**config.mk**
```make
export PLATFORM = sky130hd
export DESIGN_NAME = pinRouteMux
export DESIGN_NICKNAME = d
export VERILOG_FILES = /design/src/rtl/pinRouteCfgPkg.sv /design/src/rtl/pinRouteCtrl.sv /design/src/rtl/pinRouteDatapath.sv /design/src/rtl/pinRouteMux.sv
export SDC_FILE = /design/constraint.sdc
export NUM_CORES = 2
export LEC_CHECK = 0
export ABC_AREA = 1
export BUFFER_PORTS_ARGS = -buffer_cell sky130_fd_sc_hd__buf_2
export CAP_MARGIN = 0
export CORE_ASPECT_RATIO = 1.25
export CORE_MARGIN = 1.5
export CORE_UTILIZATION = 35
export CTS_CLUSTER_DIAMETER = 80
export CTS_CLUSTER_SIZE = 10
export DETAILED_ROUTE_END_ITERATION = 12
export PLACE_DENSITY = 0.55
export SLEW_MARGIN = 20
export SYNTH_ARGS = -nofsm -noshare
export SYNTH_HDL_FRONTEND = slang
export SYNTH_HIERARCHICAL = 1
export SYNTH_SLANG_ARGS = --single-unit
```
**constraint.sdc**
```tcl
create_clock -name clk -period 3.9 [get_ports clk]
set_input_delay 0.39 -clock clk [delete_from_list [all_inputs] [get_ports clk]]
set_output_delay 0.39 -clock clk [all_outputs]
set_load 0.05 [all_outputs]
```
**src/rtl/pinRouteCfgPkg.sv**
```systemverilog
`timescale 1ns/1ps
package pinRouteCfgPkg;
  localparam int CFG_W      = 32;
  localparam int FIELD_W    = 7;
  localparam int HI_LSB     = 8;
  localparam int MASK_SHIFT = 16;

  typedef logic [FIELD_W-1:0] field_t;

  // write strobes handed from control to datapath
  typedef struct packed {
    logic   wrLo;
    logic   wrHi;
    field_t loMask;
    field_t loData;
    field_t hiMask;
    field_t hiData;
  } cfgStrobe_t;

  // merge a masked write into a stored field
  function automatic field_t mergeField(input field_t old, input field_t msk, input field_t dat);
    return (old & ~msk) | (dat & msk);
  endfunction
endpackage

```
**src/rtl/pinRouteCtrl.sv**
```systemverilog
`timescale 1ns/1ps
module pinRouteCtrl
  import pinRouteCfgPkg::*;
#(
  parameter int NUM_REGS = 4,
  parameter int IDX_W    = 3
) (
  input  logic                cfgWrEn,
  input  logic [IDX_W-1:0]    cfgWrIdx,
  input  logic [CFG_W-1:0]    cfgWrData,
  output cfgStrobe_t          strobe,
  output logic [NUM_REGS-1:0] regSel
);
  logic idxInRange;

  assign idxInRange = ({1'b0, cfgWrIdx} < (IDX_W+1)'(NUM_REGS));

  always_comb begin
    strobe.loMask = cfgWrData[MASK_SHIFT +: FIELD_W];
    strobe.loData = cfgWrData[0 +: FIELD_W];
    strobe.hiMask = cfgWrData[MASK_SHIFT+HI_LSB +: FIELD_W];
    strobe.hiData = cfgWrData[HI_LSB +: FIELD_W];
    strobe.wrLo   = |cfgWrData[MASK_SHIFT +: FIELD_W];
    strobe.wrHi   = |cfgWrData[MASK_SHIFT+HI_LSB +: FIELD_W];
  end

  for (genvar r = 0; r < NUM_REGS; r++) begin : g_sel
    assign regSel[r] = cfgWrEn && idxInRange && (cfgWrIdx == IDX_W'(r));
  end
endmodule

```
**src/rtl/pinRouteDatapath.sv**
```systemverilog
`timescale 1ns/1ps
module pinRouteDatapath
  import pinRouteCfgPkg::*;
#(
  parameter int NUM_FUNCS = 8,
  parameter int NUM_REGS  = 4,
  parameter int NUM_PINS  = 72,
  parameter int PIN_FIRST = 8,
  parameter int PIN_LAST  = 71,
  parameter int IDX_W     = 3
) (
  input  logic                         clk,
  input  logic                         rstN,
  input  cfgStrobe_t                   strobe,
  input  logic [NUM_REGS-1:0]          regSel,
  input  logic [IDX_W-1:0]             cfgRdIdx,
  output logic [CFG_W-1:0]             cfgRdData,
  input  logic [NUM_FUNCS-1:0]         funcOut,
  input  logic [NUM_FUNCS-1:0]         funcOe,
  output logic [NUM_FUNCS-1:0]         funcIn,
  input  logic [NUM_PINS-1:0]          padIn,
  input  logic [NUM_PINS-1:0]          gpioOwn,
  output logic [NUM_PINS-1:0]          padOut,
  output logic [NUM_PINS-1:0]          padOe,
  output logic [NUM_FUNCS*FIELD_W-1:0] fieldFlat
);
  localparam int SLOTS     = 2 * NUM_REGS;
  localparam int PIN_W     = $clog2(NUM_PINS);
  localparam int FIELD_OFS = PIN_FIRST - 1;
  localparam int FIELD_MAX = PIN_LAST - FIELD_OFS;

  field_t             fieldQ   [SLOTS];
  logic [PIN_W-1:0]   fldPin   [NUM_FUNCS];
  logic [NUM_FUNCS-1:0] fldValid;

  // configuration storage, one low and one high slot per word
  for (genvar r = 0; r < NUM_REGS; r++) begin : g_reg
    always_ff @(posedge clk or negedge rstN) begin
      if (!rstN) fieldQ[2*r] <= '0;
      else if (regSel[r] && strobe.wrLo)
        fieldQ[2*r] <= mergeField(fieldQ[2*r], strobe.loMask, strobe.loData);
    end
    if (2*r+1 < NUM_FUNCS) begin : g_hi
      always_ff @(posedge clk or negedge rstN) begin
        if (!rstN) fieldQ[2*r+1] <= '0;
        else if (regSel[r] && strobe.wrHi)
          fieldQ[2*r+1] <= mergeField(fieldQ[2*r+1], strobe.hiMask, strobe.hiData);
      end
    end else begin : g_noHi
      assign fieldQ[2*r+1] = '0;
    end
  end

  // field decode: pin index and validity per function
  for (genvar f = 0; f < NUM_FUNCS; f++) begin : g_dec
    assign fldValid[f] = (fieldQ[f] != '0) && (int'(fieldQ[f]) <= FIELD_MAX);
    assign fldPin[f]   = PIN_W'(int'(fieldQ[f]) + FIELD_OFS);
    assign funcIn[f]   = fldValid[f] ? padIn[fldPin[f]] : 1'b0;
    assign fieldFlat[f*FIELD_W +: FIELD_W] = fieldQ[f];
  end

  // per-pin selection, lowest function index wins
  for (genvar p = 0; p < NUM_PINS; p++) begin : g_pin
    logic drvOut, drvOe;
    always_comb begin
      drvOut = 1'b0;
      drvOe  = 1'b0;
      for (int f = NUM_FUNCS-1; f >= 0; f--) begin
        if (fldValid[f] && (fldPin[f] == PIN_W'(p))) begin
          drvOut = funcOut[f];
          drvOe  = funcOe[f];
        end
      end
    end
    assign padOut[p] = drvOut & ~gpioOwn[p];
    assign padOe[p]  = drvOe  & ~gpioOwn[p];
  end

  // readback of the control half
  always_comb begin
    cfgRdData = '0;
    for (int r = 0; r < NUM_REGS; r++) begin
      if (cfgRdIdx == IDX_W'(r)) begin
        cfgRdData[0 +: FIELD_W]      = fieldQ[2*r];
        cfgRdData[HI_LSB +: FIELD_W] = fieldQ[2*r+1];
      end
    end
  end
endmodule

```
**src/rtl/pinRouteMux.sv**
```systemverilog
`timescale 1ns/1ps
module pinRouteMux
  import pinRouteCfgPkg::*;
#(
  parameter int NUM_FUNCS = 8,
  parameter int NUM_PINS  = 72,
  parameter int PIN_FIRST = 8,
  parameter int PIN_LAST  = 71,
  localparam int NUM_REGS = (NUM_FUNCS + 1) / 2,
  localparam int IDX_W    = $clog2(NUM_REGS) + 1
) (
  input  logic                 clk,
  input  logic                 rstN,
  input  logic                 cfgWrEn,
  input  logic [IDX_W-1:0]     cfgWrIdx,
  input  logic [31:0]          cfgWrData,
  input  logic [IDX_W-1:0]     cfgRdIdx,
  output logic [31:0]          cfgRdData,
  input  logic [NUM_FUNCS-1:0] funcOut,
  input  logic [NUM_FUNCS-1:0] funcOe,
  output logic [NUM_FUNCS-1:0] funcIn,
  input  logic [NUM_PINS-1:0]  padIn,
  input  logic [NUM_PINS-1:0]  gpioOwn,
  output logic [NUM_PINS-1:0]  padOut,
  output logic [NUM_PINS-1:0]  padOe
);
  cfgStrobe_t                   strobe;
  logic [NUM_REGS-1:0]          regSel;
  logic [NUM_FUNCS*FIELD_W-1:0] fieldFlat;

  pinRouteCtrl #(.NUM_REGS(NUM_REGS), .IDX_W(IDX_W)) u_ctrl (
    .cfgWrEn(cfgWrEn), .cfgWrIdx(cfgWrIdx), .cfgWrData(cfgWrData),
    .strobe(strobe), .regSel(regSel)
  );

  pinRouteDatapath #(
    .NUM_FUNCS(NUM_FUNCS), .NUM_REGS(NUM_REGS), .NUM_PINS(NUM_PINS),
    .PIN_FIRST(PIN_FIRST), .PIN_LAST(PIN_LAST), .IDX_W(IDX_W)
  ) u_dp (
    .clk(clk), .rstN(rstN), .strobe(strobe), .regSel(regSel),
    .cfgRdIdx(cfgRdIdx), .cfgRdData(cfgRdData),
    .funcOut(funcOut), .funcOe(funcOe), .funcIn(funcIn),
    .padIn(padIn), .gpioOwn(gpioOwn), .padOut(padOut), .padOe(padOe),
    .fieldFlat(fieldFlat)
  );
endmodule

```
* Word-level counts from Yosys, hierarchy flattened
Cells that the tools add are included.
** Storage, ports and cells
- Register bits after elaboration :: 56
- Latch bits :: 0
- RAM bits :: 0
- Memory bits (read-only) :: 0
- Output and inout bits :: 184
- Word-level logic and storage cells :: 2644
- Memories :: 0
** Operators by class
- $add $sub $neg :: 8
- Multiply operators :: 0
- Divide/modulo/power cells :: 0
- Order comparisons :: 17
- Equality and inequality tests :: 574
- Shift-type cells :: 0
- Muxes and demuxes :: 1184
- Bitwise logic cells :: 236
- Reductions and logical operators :: 617
** Operators by type and width (count)
- 7-bit by 6-bit equality test with 1-bit output, second input constant :: 256
- 1-bit two-way mux :: 1168
- 7-bit by 5-bit equality test with 1-bit output, second input constant :: 128
- 1-bit logical AND :: 597
- 7-bit by 4-bit equality test with 1-bit output, second input constant :: 64
- 7-bit equality test, second input constant :: 64
- 7-bit by 3-bit equality test with 1-bit output, second input constant :: 32
- 1-bit AND :: 144
- 7-bit by 2-bit equality test with 1-bit output, second input constant :: 16
- 1-bit NOT :: 72
- 7-bit AND :: 10
- 7-bit by 8-bit less-than comparator with 1-bit output, second input constant :: 8
- 7-bit by 3-bit adder with 7-bit output, second input constant :: 8
- 1-bit binary-select mux with 7-bit select :: 8
- 7-bit by 1-bit equality test with 1-bit output, second input constant :: 8
- 7-bit <= comparator, second input constant :: 8
- 7-bit logical NOT :: 8
- 7-bit two-way mux :: 8
- 7-bit OR :: 8
- 7-bit nonzero test :: 8
- 7-bit NOT :: 2
- 7-bit OR reduction :: 2
- 3-bit by 2-bit equality test with 1-bit output, second input constant :: 4
- 3-bit by 1-bit equality test with 1-bit output, second input constant :: 2
- other kinds (2) :: 3

* Longest topological paths before layout
- Depth in word-level cells :: 12
- Depth in mapped cells :: 21

* Modules after synthesis
Netlist, hierarchy kept.
** Modules (own cells, without submodules)
- pinRouteDatapath :: times used 1, cells an instance 5566, area each 26565.5 sq um, sequential area each 1401.3 sq um
- pinRouteCtrl :: times used 1, cells an instance 60, area each 335.3 sq um, sequential area each 0.0 sq um

* Least setup slack after synthesis
Ideal clock, no wire load.
- Kind :: register -> output
- Start point :: register with a tool-made name
- End point :: output padOut[65]
- Data arrival time :: 3.525 ns
- Required time :: 3.510 ns
- Path slack :: -0.015 ns
- Stages on the path, launching flop included :: 19
- Path buffers :: 3
- Path through :: dfrtp_1 -> inv_1 -> clkbuf_1 -> buf_1 -> ha_1 -> nand2_1 -> nand4_1 -> xor2_2 -> inv_1 -> nor2_1 -> buf_4 -> nand2_1 -> o21ai_1 -> inv_1 -> nand2_1 -> nand2_1 -> nand2_1 -> nand2_1 -> a21oi_1
** RTL lines
- end: declaration :: RTL line pinRouteMux.sv:24 : output logic [NUM_PINS-1:0] padOut,

==> run_results.csv <==
group,metric,value,unit
sta,setup_violations,1,
clocking,cts_tree,"done",
place,portBuffers,362,
outcome,violations,"negative setup slack",
detailed_routing,wirelength,188,mm
job,cap_violations,0,
yosys,synth_seq_cells,56,
sta,worst_pin_slew,1.13,ns
critical_path,slowest_stage,"o21bai_1",
clocking,clk_pin_slew,0.08,ns
yosys,yosysTopAreaCell,"nand2_1",
power,switchingPower,9.67,mW
yosys,synthTopCellsByCount,"1431 x nand2_1, 994 x o21ai_0, 822 x inv_1, 563 x nor2_1, 547 x a21oi_1",
sta,fin_worst_skew,0,ns
detailed_routing,drt_iter0_drc,5227,
power,seqPwrFrac,0.062,
detailed_routing,dr.pass1.iters,9,
sta,period_needed,3.92,ns
power,pwr-share-clk,0.033,
power,power.density,429,nW/um^2
yosys,synth-edff-count,0,
detailed_routing,drtAntennaViolNets,0,
global_routing,busiest_layer,"met2",
critical_path,required,3.51,ns
sta,min_period_over_period,1.00,
global_routing,gr-total-overflow,0,
floorplan,die_area,78500,um^2
yosys,synth_area_per_cell,4.78,um^2
global_routing,grtUsageMet2,0.755,
power,p_comb_frac,0.905,
clocking,clk_path_buf_depth,2,
sta,fin_ws,-0.0155,ns
sta,slew_headroom,0.245,
yosys,ys_top_cells_by_area,"nand2_1 20%, o21ai_0 18%, inv_1 11%, a21oi_1 10%, nor2_1 7.9%",
yosys,synth_most_common_cell,"nand2_1",
critical_path,rrSetupSlack,2.78,ns
critical_path,worstPathCellList,"inv_4 > ha_1 > nand2_2 > inv_2 > nor2_4 > nand2_1 > nor2_1 > nand2_1 > o21ai_1 > nor2_1 > o21bai_1 > nand2_1 > a21oi_1 > nor2_1 > buf_2",
yosys,netlist_area,26900,um^2
cells_and_area,drive_gt1_frac,0.185,
global_routing,grt_max_degree,59,
global_routing,grtUsageMet3,0.0835,
floorplan,ioPinCount,385,
floorplan,initial_core_util,0.354,
cells_and_area,layout.nets,6330,
power,internal_power,4.63,mW
detailed_routing,via_per_inst,5.87,
yosys,synth_seq_area_share,0.0521,
critical_path,endpoint_kind,"primary output",
critical_path,worst-setup-path-type,"register to primary output",
critical_path,critPathMaxFanout,8,
critical_path,slowest_delay,0.42,ns
yosys,yosysTopAreaCellShare,0.200,
yosys,yosysWarnings,6,
yosys,netlist_instances,5626,
global_routing,use_met1,0.482,
critical_path,cp-start-kind,"register",
clocking,numCtsBuffers,5,
cells_and_area,final_cell_area,33300,um^2
outcome,outcome,"complete, but fails checks",
critical_path,crit_family,"simple AND/OR/NAND/NOR gates",
floorplan,core_region_area,76100,um^2
yosys,async_reset_ff_frac,1.00,
critical_path,cp_num_buf_inv,3,
detailed_routing,drc_errors,0,
global_routing,grt_pass1_vias,38100,
sta,fmax,0.255,GHz
global_routing,grt_pass1_wl,261,mm
floorplan,num_rows,113,
critical_path,arrival,3.53,ns
floorplan,fp.dieW,251,um
global_routing,antenna_found_initial,7,
worst_hold_path,worstHoldPathType,"primary input to async pin",
cells_and_area,postLayoutCoreUtil,0.438,
yosys,synth_ff_type,"dfrtp_1",
place,place_congestion,1.08,
clocking,worstSkewPairLatency,0.30,ns
power,peakVddDrop,290,uV
detailed_routing,vias,41500,
clocking,cts-root-buf,"clkbuf_16",
clocking,cts_hold_buf,0,
clocking,htree_num_levels,2,
place,place_hpwl,152,mm
place,dpl_cell_area,31600,um^2
power,switching_share,0.676,
sta,slew_viol_final,0,
clocking,clock_sinks,56,
floorplan,die_y,313,um
power,leakage,15.6,nW
cells_and_area,syn2layout_area_growth,23.8,%
yosys,synth.distinct_cells,52,
global_routing,track_usage,0.459,
sta,finalHoldViolCount,0,
detailed_routing,wl_per_cell,26.6,um
-- timing repair --
item	CTS	global route
gates resized for setup	66	294
setup endpoints to repair	106	147
pin swaps	6	16
gates cloned	1	3
buffers inserted	15	21
-- cell type report --
type / count / area (um^2)
inverters: 875 / 3320
repair inverters: 1 / 5.00
clock buffers: 7 / 143
flip-flops and latches: 56 / 1410
clock inverters: 1 / 7.51
multi-input cells: 4366 / 21400
well taps: 977 / 1220
diodes: 4 / 10.0
repair buffers: 784 / 5740
fillers: 8798 / 42800
-- layout by cell type (no fill, tap or decap), drive strengths merged --
cell type | netlist | routed
nor4 | 2 | 2
nand2 | 1451 | 1451
o2111ai | 2 | 2
clkinv | 4 | 6
o221ai | 7 | 7
a211oi | 7 | 7
clkbuf | 221 | 33
a31o | 2 | 2
nand4 | 42 | 42
a221o | 5 | 5
clkinvlp | 0 | 7
a22o | 1 | 1
o21ai | 1076 | 1076
buf | 125 | 758
o22ai | 14 | 14
nor2 | 613 | 613
or4 | 1 | 1
dfrtp | 56 | 56
o21bai | 38 | 38
xor2 | 18 | 18
a21oi | 548 | 548
nand3b | 1 | 1
inv | 871 | 864
conb | 1 | 18
o21a | 1 | 1
o32ai | 2 | 2
diode | 0 | 4
a31oi | 2 | 2
a221oi | 4 | 4
a22oi | 37 | 37
o211ai | 43 | 43
a21boi | 1 | 1
ha | 40 | 40
nor3 | 74 | 74
or2 | 3 | 3
nand3 | 313 | 313
-- worst paths after layout --
kind / startpoint / end / cells past startpoint
max: register / padOut[33] / 15
min: rstN / async pin / 1
max reg2reg: register / register / 4
min reg2reg: register / register / 2
max in group asynchronous: rstN / async pin / 2
min in group clk: cfgWrData[30] / register / 3
-- layer usage --
layer  vias up  wire length [um]
met5         -                 0
met4         0             24400
met3       897             16800
met2      2676             84700
met1     18800             62400
li1      19100                 -
-- power by group through the flow --
stage          combinational, mW  clock (mW)  sequential [mW]
3_3_place_gp                11.5           0            0.884
6_report                    12.9       0.467            0.890
2_1_floorplan               6.53           0            0.817
3_5_place_dp                11.6           0            0.886
4_1_cts                     11.8       0.477            0.876
5_1_grt                     13.4       0.501            0.907
-- cells by family (layout without fill, tap and decap cells) --
family / Yosys count / in the layout / share of synthesized area
xor gates and xnor gates: 18 / 18 / 0.00851
AOI/OAI and AO/OA: 1790 / 1790 / 0.350
and+or+nand+nor: 2500 / 2500 / 0.387
other: 1 / 22 / 0.000139
DFF: 56 / 56 / 0.0521
adders and majority gates: 40 / 40 / 0.0186
buffers and inverters: 1221 / 1668 / 0.184
-- per-stage QoR --
stage                     hold WS [ns]  TNS (ns)  power, mW  std cells  setup WS (ns)
after floorplan                 0.0944         0       7.35       5643        0.00129
final                            0.206   -0.0155       14.3       7071        -0.0155
after global routing             0.281    -0.559       14.8       7068        -0.0806
after CTS                        0.247    -0.407       13.1       7043         -0.105
after detailed placement         0.501         0       12.4       7019         0.0918
after global placement           0.498         0       12.4       7019          0.107
(Power assumes the default switching activity.)
